## config.mk

```make
export PLATFORM = sky130hd
export DESIGN_NAME = slice_alu
export DESIGN_NICKNAME = d
export VERILOG_FILES = /design/src/rtl/slice_alu_pkg.sv /design/src/rtl/slice_alu_ctrl.sv /design/src/rtl/slice_alu_bit.sv /design/src/rtl/slice_alu_flags.sv /design/src/rtl/slice_alu.sv
export SDC_FILE = /design/constraint.sdc
export NUM_CORES = 1
export LEC_CHECK = 0
export BUFFER_PORTS_ARGS = -buffer_cell sky130_fd_sc_hd__buf_2
export CAP_MARGIN = 30
export CORE_MARGIN = 2
export CORE_UTILIZATION = 45
export CTS_CLUSTER_DIAMETER = 60
export CTS_CLUSTER_SIZE = 12
export DETAILED_ROUTE_END_ITERATION = 16
export PLACE_DENSITY = 0.7
export SETUP_SLACK_MARGIN = 0.02
export SYNTH_ARGS = -nofsm -noshare
export SYNTH_HDL_FRONTEND = slang
export SYNTH_SLANG_ARGS = --single-unit
```

## constraint.sdc

```tcl
create_clock -name clk_i -period 0.8 [get_ports clk_i]
set_input_delay 0.12 -clock clk_i [delete_from_list [all_inputs] [get_ports clk_i]]
set_output_delay 0.12 -clock clk_i [all_outputs]
set_load 0.005 [all_outputs]
```

## src/rtl/slice_alu_pkg.sv

```systemverilog
package slice_alu_pkg;
  typedef enum logic [2:0] {
    OP_ADD  = 3'b000,
    OP_SUB  = 3'b001,
    OP_INC  = 3'b010,
    OP_DEC  = 3'b011,
    OP_AND  = 3'b100,
    OP_OR   = 3'b101,
    OP_XOR  = 3'b110,
    OP_XNOR = 3'b111
  } alu_op_e;

  typedef enum logic [1:0] {
    BSRC_PASS = 2'b00,
    BSRC_INV  = 2'b01,
    BSRC_ZERO = 2'b10,
    BSRC_ONES = 2'b11
  } bsrc_e;

  typedef enum logic [1:0] {
    LFN_AND  = 2'b00,
    LFN_OR   = 2'b01,
    LFN_XOR  = 2'b10,
    LFN_XNOR = 2'b11
  } lfn_e;

  typedef struct packed {
    bsrc_e bsrc;
    logic  cin;
    lfn_e  lfn;
    logic  use_logic;
  } slice_ctrl_t;
endpackage

```

## src/rtl/slice_alu_ctrl.sv

```systemverilog
module slice_alu_ctrl
  import slice_alu_pkg::*;
(
  input  logic [2:0]  op_i,
  output slice_ctrl_t ctrl_o
);
  alu_op_e op;
  assign op = alu_op_e'(op_i);

  always_comb begin
    ctrl_o.bsrc      = BSRC_PASS;
    ctrl_o.cin       = 1'b0;
    ctrl_o.lfn       = lfn_e'(op_i[1:0]);
    ctrl_o.use_logic = op_i[2];
    unique case (op)
      OP_SUB: begin ctrl_o.bsrc = BSRC_INV;  ctrl_o.cin = 1'b1; end
      OP_INC: begin ctrl_o.bsrc = BSRC_ZERO; ctrl_o.cin = 1'b1; end
      OP_DEC: begin ctrl_o.bsrc = BSRC_ONES; ctrl_o.cin = 1'b0; end
      default: ;
    endcase
  end
endmodule

```

## src/rtl/slice_alu_bit.sv

```systemverilog
module slice_alu_bit
  import slice_alu_pkg::*;
(
  input  logic        a_i,
  input  logic        b_i,
  input  logic        cin_i,
  input  slice_ctrl_t ctrl_i,
  output logic        h_o,
  output logic        cout_o
);
  logic b_sel, sum, lres;

  // input stage: adder operand select
  always_comb begin
    unique case (ctrl_i.bsrc)
      BSRC_PASS: b_sel = b_i;
      BSRC_INV:  b_sel = ~b_i;
      BSRC_ZERO: b_sel = 1'b0;
      default:   b_sel = 1'b1;
    endcase
  end

  assign sum    = a_i ^ b_sel ^ cin_i;
  assign cout_o = (a_i & b_sel) | (a_i & cin_i) | (b_sel & cin_i);

  always_comb begin
    unique case (ctrl_i.lfn)
      LFN_AND: lres = a_i & b_i;
      LFN_OR:  lres = a_i | b_i;
      LFN_XOR: lres = a_i ^ b_i;
      default: lres = ~(a_i ^ b_i);
    endcase
  end

  // output stage: adder vs logic
  assign h_o = ctrl_i.use_logic ? lres : sum;
endmodule

```

## src/rtl/slice_alu_flags.sv

```systemverilog
module slice_alu_flags #(
  parameter int W = 4
) (
  input  logic [W-1:0] h_i,
  input  logic         cout_i,
  input  logic         use_logic_i,
  output logic [3:0]   flags_o // {carry, zero, sign, parity}
);
  assign flags_o[3] = cout_i & ~use_logic_i;
  assign flags_o[2] = (h_i == '0);
  assign flags_o[1] = h_i[W-1];
  assign flags_o[0] = ~^h_i;
endmodule

```

## src/rtl/slice_alu.sv

```systemverilog
module slice_alu
  import slice_alu_pkg::*;
#(
  parameter int W = 4
) (
  input  logic         clk_i,
  input  logic         rst_ni,
  input  logic [W-1:0] a_i,
  input  logic [W-1:0] b_i,
  input  logic [2:0]   op_i,
  output logic [W-1:0] h_o,
  output logic         carry_o,
  output logic         zero_o,
  output logic         sign_o,
  output logic         parity_o
);
  slice_ctrl_t  ctrl;
  logic [W:0]   chain;
  logic [W-1:0] h_d;
  logic [3:0]   flags_d;
  logic         primed_q;

  slice_alu_ctrl u_ctrl (.op_i(op_i), .ctrl_o(ctrl));

  assign chain[0] = ctrl.cin;

  for (genvar i = 0; i < W; i++) begin : g_slice
    slice_alu_bit u_bit (
      .a_i(a_i[i]), .b_i(b_i[i]), .cin_i(chain[i]), .ctrl_i(ctrl),
      .h_o(h_d[i]), .cout_o(chain[i+1])
    );
  end

  slice_alu_flags #(.W(W)) u_flags (
    .h_i(h_d), .cout_i(chain[W]), .use_logic_i(ctrl.use_logic), .flags_o(flags_d)
  );

  always_ff @(posedge clk_i or negedge rst_ni) begin
    if (!rst_ni) begin
      h_o      <= '0;
      carry_o  <= 1'b0;
      zero_o   <= 1'b0;
      sign_o   <= 1'b0;
      parity_o <= 1'b0;
      primed_q <= 1'b0;
    end else begin
      h_o      <= h_d;
      {carry_o, zero_o, sign_o, parity_o} <= flags_d;
      primed_q <= 1'b1;
    end
  end

  AST_ADD_RESULT: assert property (@(posedge clk_i) disable iff (!rst_ni)
    primed_q && $past(op_i) == OP_ADD |->
      {carry_o, h_o} == ({1'b0, $past(a_i)} + {1'b0, $past(b_i)}));
  AST_SUB_BORROW: assert property (@(posedge clk_i) disable iff (!rst_ni)
    primed_q && $past(op_i) == OP_SUB |->
      carry_o == ($past(a_i) >= $past(b_i)));
  AST_INC_RESULT: assert property (@(posedge clk_i) disable iff (!rst_ni)
    primed_q && $past(op_i) == OP_INC |->
      {carry_o, h_o} == ({1'b0, $past(a_i)} + (W+1)'(1)));
  AST_DEC_CARRY: assert property (@(posedge clk_i) disable iff (!rst_ni)
    primed_q && $past(op_i) == OP_DEC |-> carry_o == ($past(a_i) != '0));
  AST_LOGIC_NO_CARRY: assert property (@(posedge clk_i) disable iff (!rst_ni)
    primed_q && $past(op_i[2]) |-> !carry_o);
  AST_ZERO_NOT_NEG: assert property (@(posedge clk_i) disable iff (!rst_ni)
    zero_o |-> !sign_o && h_o == '0);
endmodule

```

==> results of run 1 <==
-- cells in the final DEF (no fill, tap or decap) --
cell type / count
buf_4: 23
buf_2: 18
inv_1: 9
ha_1: 9
dfrtp_1: 7
xnor2_1: 5
nand2_1: 5
nand2_2: 4
and2b_2: 3
a21oi_1: 3
nor2_2: 3
fa_2: 3
clkbuf_4: 3
o22ai_1: 2
o22a_1: 2
a21o_1: 2
a31o_1: 2
a31oi_1: 2
o21ai_0: 2
o221a_2: 2
o221ai_2: 2
nor2_1: 2
a21oi_2: 1
or2_1: 1
or2_4: 1
nand2b_1: 1
inv_2: 1
and2_4: 1
fa_1: 1
ha_2: 1
clkbuf_1: 1
dlygate4sd3_1: 1
buf_6: 1
buf_8: 1
-- cells by family (layout without fill, tap and decap cells) --
group,count (synthesis),after routing
buffers and inverters,13,58
AND/OR/NAND/NOR,21,21
adder cells (fa/ha/maj),14,14
XOR/XNOR,5,5
flip-flops,7,7
AO/OA/AOI/OAI,20,20
-- metal layers --
metal	up-vias	share of wire, %	global-route usage (%)	wire length (um)
met5	-	0	0	0
met1	336	40	21.6	677
met4	0	2.8	9.70	47
met3	6	3.8	1.22	64
li1	360	-	-	-
met2	21	53	34.5	891
-- report_power, final --
group	switching, mW	internal (mW)	total, mW
logic	0.333	0.412	0.745
clock network	0.120	0.190	0.310
registers	0.0148	0.427	0.442
total	0.467	1.03	1.50
-- area by class of cell --
| class | instances | area, um2 | area share (%) |
|---|---|---|---|
| sequential | 7 | 175 | 15.9 |
| timing repair buffer | 44 | 299 | 27.1 |
| tap | 16 | 20.0 | 1.81 |
| multi-input combinational | 60 | 547 | 49.5 |
| clock buffer | 4 | 26.3 | 2.38 |
| inverter | 10 | 37.5 | 3.40 |
-- synthesized netlist by cell type, types with 3 or more instances --
cell	instances
ha_1	10
inv_1	10
dfrtp_1	7
nand2_1	7
nor2_1	5
xnor2_1	5
a21oi_1	4
fa_1	4
and2b_2	3
-- state kept, by name, summed over array words and instances, names as in the netlist --
| name | cells |
|---|---|
| carry_o | 1 |
| h_o | 4 |
| parity_o | 1 |
| zero_o | 1 |
-- per-stage QoR --
step / TNS (ps) / power (mW) / area (um2) / hold slack (ps) / util (%)
after global placement: -10110 / 1.07 / 1000 / -49.7 / 65.7
after detailed placement: -10480 / 1.10 / 1000 / -47.6 / 65.7
after global routing: -9590 / 1.62 / 1100 / 242 / 72.5
after floorplan: -9030 / 0.837 / 762 / -176 / -
final: -8760 / 1.50 / 1100 / 239 / 72.5
after CTS: -8580 / 1.48 / 1090 / 225 / 71.7
-- what timing repair did --
item                                    in CTS  in global routing
endpoints found under the setup margin      15                 15
gates resized for setup                     10                  2
endpoints found under the hold margin        7                  0
pin swaps                                    7                  1
buffers inserted                             2                  1
hold buffers                                 1                  0
-- critical path: cells and delay by family --
kind,cells,cell delay [ps]
buffers and inverters,2,160
adders and majority gates,5,1700
xor gates and xnor gates,1,100
and+or+nand+nor,2,350
AOI/OAI and AO/OA,3,280
-- worst paths after layout --
kind | slack [ps] | start | to
setup / recovery | -1740 | op_i[0] | parity_o
hold / removal | 240 | rst_ni | h_o[2]
max in group asynchronous | 420 | rst_ni | h_o[0]
min in group clk_i | 270 | op_i[2] | carry_o
==> reports/qor.yml, run 1 <==
synth:
  synth_fa_ha_area_share_pct: 27.7
  synth_top_area_share_pct: 23.6
  yosysWarnings: 0
  yosysSeqAreaShare_pct: 23.6
  ys_top_cells_by_area: "dfrtp_1, ha_1, fa_1"
  avgSynthCellArea_um2: 9.26
  syn_nets: 107
  async_reset_ff_share_pct: 100
  yosys.area_share.simple_pct: 15.0
  synth_top_area_cell: "dfrtp_1"
  syn_inst: 80
  synth_edf_count: 0
  synth_top_family_by_area: "adder cells"
  synthXorXnorAreaFrac_pct: 5.91
  synth-main-ff-cell: "dfrtp_1"
  syn_area_um2: 741
  synth_compound_area_share_pct: 19.6
  synthMuxAreaShare_pct: 0
  ys_seq_elements: 7
  ys_types: 25
power:
  p_leak_nw: 0.569
  ir_drop_uv: 753
  powerDensity_mw_per_mm2: 1350
global_routing:
  grt_max_degree: 16
  grt.overflow.total: 0
  antenna_found_initial: 0
  grt_pass1_vias: 679
  grt_pass1_wl_um: 2750
  grt_usage_pct: 18.8
timing:
  tightest_slew_ps: 349
  setup_violations: 15
  hold_violations: 0
  max_slew_margin_pct: 76.5
  period_needed_ps: 2540
  rsz0062_at_grt: "true"
  slew_viol_final: 0
  finalCritPeriodShare_pct: 317
  fmax_mhz: 394
  timing.final.ws_setup_ps: -1740
layout:
  nNetsFinal: 153
  area.growth.synth_to_final_pct: 49.2
  fin_cells: 141
  fill_cells: 126
  drive_above_1_share_pct: 54.4
  num_antenna_cells: 0
die:
  die-area_mm2: 0.00199
  rows: 14
  fp.dieW_um: 44.6
  die_y_um: 44.6
  initial_core_util_pct: 48.6
  ios: 21
  core-area_mm2: 0.00152
cts:
  clkTransAtPathRegs_ps: 50
  cts-root-buf: "clkbuf_4"
  cts.htree.levels: 1
  clock-sinks: 7
  cts_inserted_buffers: 3
  cts_tree: "yes"
  cts_max_path_buffers: 2
status:
  violations: "setup timing"
  outcome: "finished, violations left"
route:
  vias_per_cell: 5.13
  drt_iter0_drc: 18
  drc: 0
  postRouteAntennaNets: 0
  vias: 723
  routed_wl_um: 1680
  dr.pass1.iters: 4
  wl_per_cell_um: 11.9
worst_setup_path:
  arrival_ps: 2710
  worstSetupPathType: "in2reg"
  startpoint_type: "input pin"
  path_cells: "buf_8 > and2b_2 > a21oi_2 > o22a_1 > fa_2 > fa_2 > inv_2 > fa_2 > fa_1 > nor2_2 > a31oi_1 > ha_2 > xnor2_1"
  cp_slowest_cell: "fa_1"
  crit_top_cell: "fa_2"
  slowest_delay_ps: 420
  critical_path_required_ps: 970
  crit_path_end_kind: "flip-flop"
  cp_max_fo: 5
place:
  place.gp.congestion: 0.746
  port_buffers: 20
  dp.cells: 133
  place_hpwl_um: 1330
  pre_cts_ws_ps: -2090
min_path:
  hold_class: "in2async"
flow_run:
  maxCapViolations: 0
Note: power is estimated with default switching activity, not from simulation.
==> inputs of run 2 (changes only) <==
- CORE_UTILIZATION: 45 -> 50
- PLACE_DENSITY: 0.7 -> 0.74
- clock period: 0.8 -> 2.75 ns (I/O delays scaled with it)
==> run 2 against run 1 <==
Net effect:
- clock-buffer cell count unchanged
- sequential cell count unchanged
- via count decreased by 8.9%
- worst setup slack improved by 1700 ps
- critical path type unchanged
- critical endpoint unchanged
- combinational power decreased by 76%
- sequential power decreased by 71%
- critical path depth unchanged
- die area decreased by 9.1%
- global-route usage decreased by 0.81 points
- worst hold slack improved by 290 ps
- the flow still finishes with violations (setup timing)
- highest routed layer unchanged
- sequential share of layout area increased by 2.0 points
==> reports/qor.yml, run 2 (same netlist as run 1, synthesis figures left out) <==
power:
  powerDensity_mw_per_mm2: 407  # was 1350 mW/mm2
  ir_drop_uv: 166  # was 753 uV
  p_total_mw: 0.399  # was 1.50 mW
  p_leak_nw: 0.503  # was 0.569 nW
timing:
  setup_violations: 1  # was 15
  tightest_slew_ps: 283  # was 349 ps
  rsz0062_at_grt: "true"  # unchanged
  max_slew_margin_pct: 80.9  # was 76.5%
  fmax_mhz: 363
  timing.final.ws_setup_ps: -8.52  # was -1740 ps
  period_needed_ps: 2760
  hold_violations: 0  # unchanged
  finalCritPeriodShare_pct: 100
  slew_viol_final: 0  # unchanged
  fin_tns_setup_ps: -8.52  # was -8760 ps
layout:
  finalInstanceArea_um2: 980  # was 0.00110 mm2
  regMostFlops: "h_o"  # unchanged
  final_common_cell: "buf_2"  # was buf_4
  num_antenna_cells: 0  # unchanged
  layout_common_cells: "buf_2, buf_4, inv_1, ha_1"  # was buf_4, buf_2, inv_1, ha_1, dfrtp_1
  area.growth.synth_to_final_pct: 32.3  # was 49.2%
  drive_above_1_share_pct: 43.8  # was 54.4%
  largest_register_ff_count: 4  # unchanged
  nNetsFinal: 140  # was 153
  final_util_pct: 72.6  # was 72.5%
route:
  wl_per_cell_um: 10.4  # was 11.9 um
  drt_iter0_drc: 1  # was 18
  routed_wl_um: 1320  # was 1680 um
  postRouteAntennaNets: 0  # unchanged
  dr.pass1.iters: 2  # was 4
  vias: 659  # was 723
  vias_per_cell: 5.19  # was 5.13
  drc: 0  # unchanged
global_routing:
  antenna_found_initial: 0  # unchanged
  grt_pass1_vias: 617  # was 679
  grt_max_degree: 16  # unchanged
  grt.overflow.total: 0  # unchanged
  grt_pass1_wl_um: 2420  # was 2750 um
  grt_usage_pct: 18.0  # was 18.8%
die:
  core-area_mm2: 0.00135  # was 0.00152 mm2
  ios: 21  # unchanged
  die-area_mm2: 0.00181  # was 0.00199 mm2
  rows: 13  # was 14
  die_y_um: 42.5  # was 44.6 um
  fp.dieW_um: 42.5  # was 44.6 um
  initial_core_util_pct: 54.9  # was 48.6%
worst_setup_path:
  arrival_ps: 2930  # was 2710 ps
  critical_path_required_ps: 2920  # was 970 ps
  startpoint_type: "input pin"  # unchanged
  worstSetupPathType: "in2reg"  # unchanged
  crit_path_end_kind: "flip-flop"  # unchanged
  cp_max_fo: 3  # was 5
place:
  place_area_um2: 922  # was 0.00100 mm2
  place_hpwl_um: 1130  # was 1330 um
  port_buffers: 20  # unchanged
  place.gp.congestion: 0.818  # was 0.746
cts:
  cts_tree: "yes"  # unchanged
  cts-root-buf: "clkbuf_4"  # unchanged
  cts_inserted_buffers: 3  # unchanged
  cts.htree.levels: 1  # unchanged
  cts_max_path_buffers: 2  # unchanged
  clkTransAtPathRegs_ps: 50  # about the same
  clock-sinks: 7  # unchanged
flow_run:
  maxCapViolations: 0  # unchanged
status:
  outcome: "finished, violations left"  # unchanged
  violations: "setup timing"  # unchanged
min_path:
  hold_class: "in2async"  # unchanged
==> run 2: what timing repair did <==
| action | in CTS | in global routing |
|---|---|---|
| endpoints found under the hold margin | 7 | 0 |
| setup endpoints to repair | 2 | 2 |
| setup buffers | 0 | 0 |
| hold buffers | 1 | 0 |
| resized for setup | 4 | 2 |
| pin swaps | 3 | 0 |
| cloned | 0 | 0 |
==> run 2: area by class of cell <==
type	instances	area, um2
clock buffers	4	26.3
fillers	112	370
inverters	10	37.5
multi-input cells	60	524
flip-flops and latches	7	175
well taps	15	18.8
repair buffers	31	198
==> run 2: worst max path at each step <==
stage | from | end | slack, ps | cells after the start
after floorplan | op_i[0] | parity_o | -240 | 12
after global placement | op_i[1] | parity_o | -330 | 13
after detailed placement | op_i[1] | parity_o | -360 | 13
after CTS | op_i[1] | parity_o | -20 | 13
after global routing | op_i[1] | parity_o | -140 | 13
final | op_i[1] | parity_o | -9 | 13
==> run 2: report_power, final <==
part | leakage [nW] | switching, mW | internal [mW] | total, mW
registers | 0.0858 | 0.00420 | 0.124 | 0.128
logic | 0.402 | 0.0819 | 0.0982 | 0.180
clock network | 0.0150 | 0.0350 | 0.0552 | 0.0902
==> run 2: per-stage QoR <==
step,std cells,hold WS (ps),worst slack [ps]
after floorplan,80,117,-235
after global placement,122,243,-333
after detailed placement,122,246,-359
after CTS,127,516,-23.4
after global routing,127,553,-136
final,127,531,-8.52
==> run 2: worst max-delay path: stages <==
cell and delay [ps]:
buf_6 100, and2b_2 230, a21oi_2 50, o22a_1 170, fa_2 360, fa_2 340
inv_2 60, fa_2 190, fa_1 420, nor2_2 100, a31oi_1 50, ha_2 330
xnor2_1 100
==> run 2: per-layer routing <==
layer	part of all wire, %	vias to the layer above	track usage, %
met5	0	-	0
met4	2.7	0	13.1
met3	3.5	4	1.29
met2	51	16	32.3
met1	43	306	19.5
li1	-	333	-
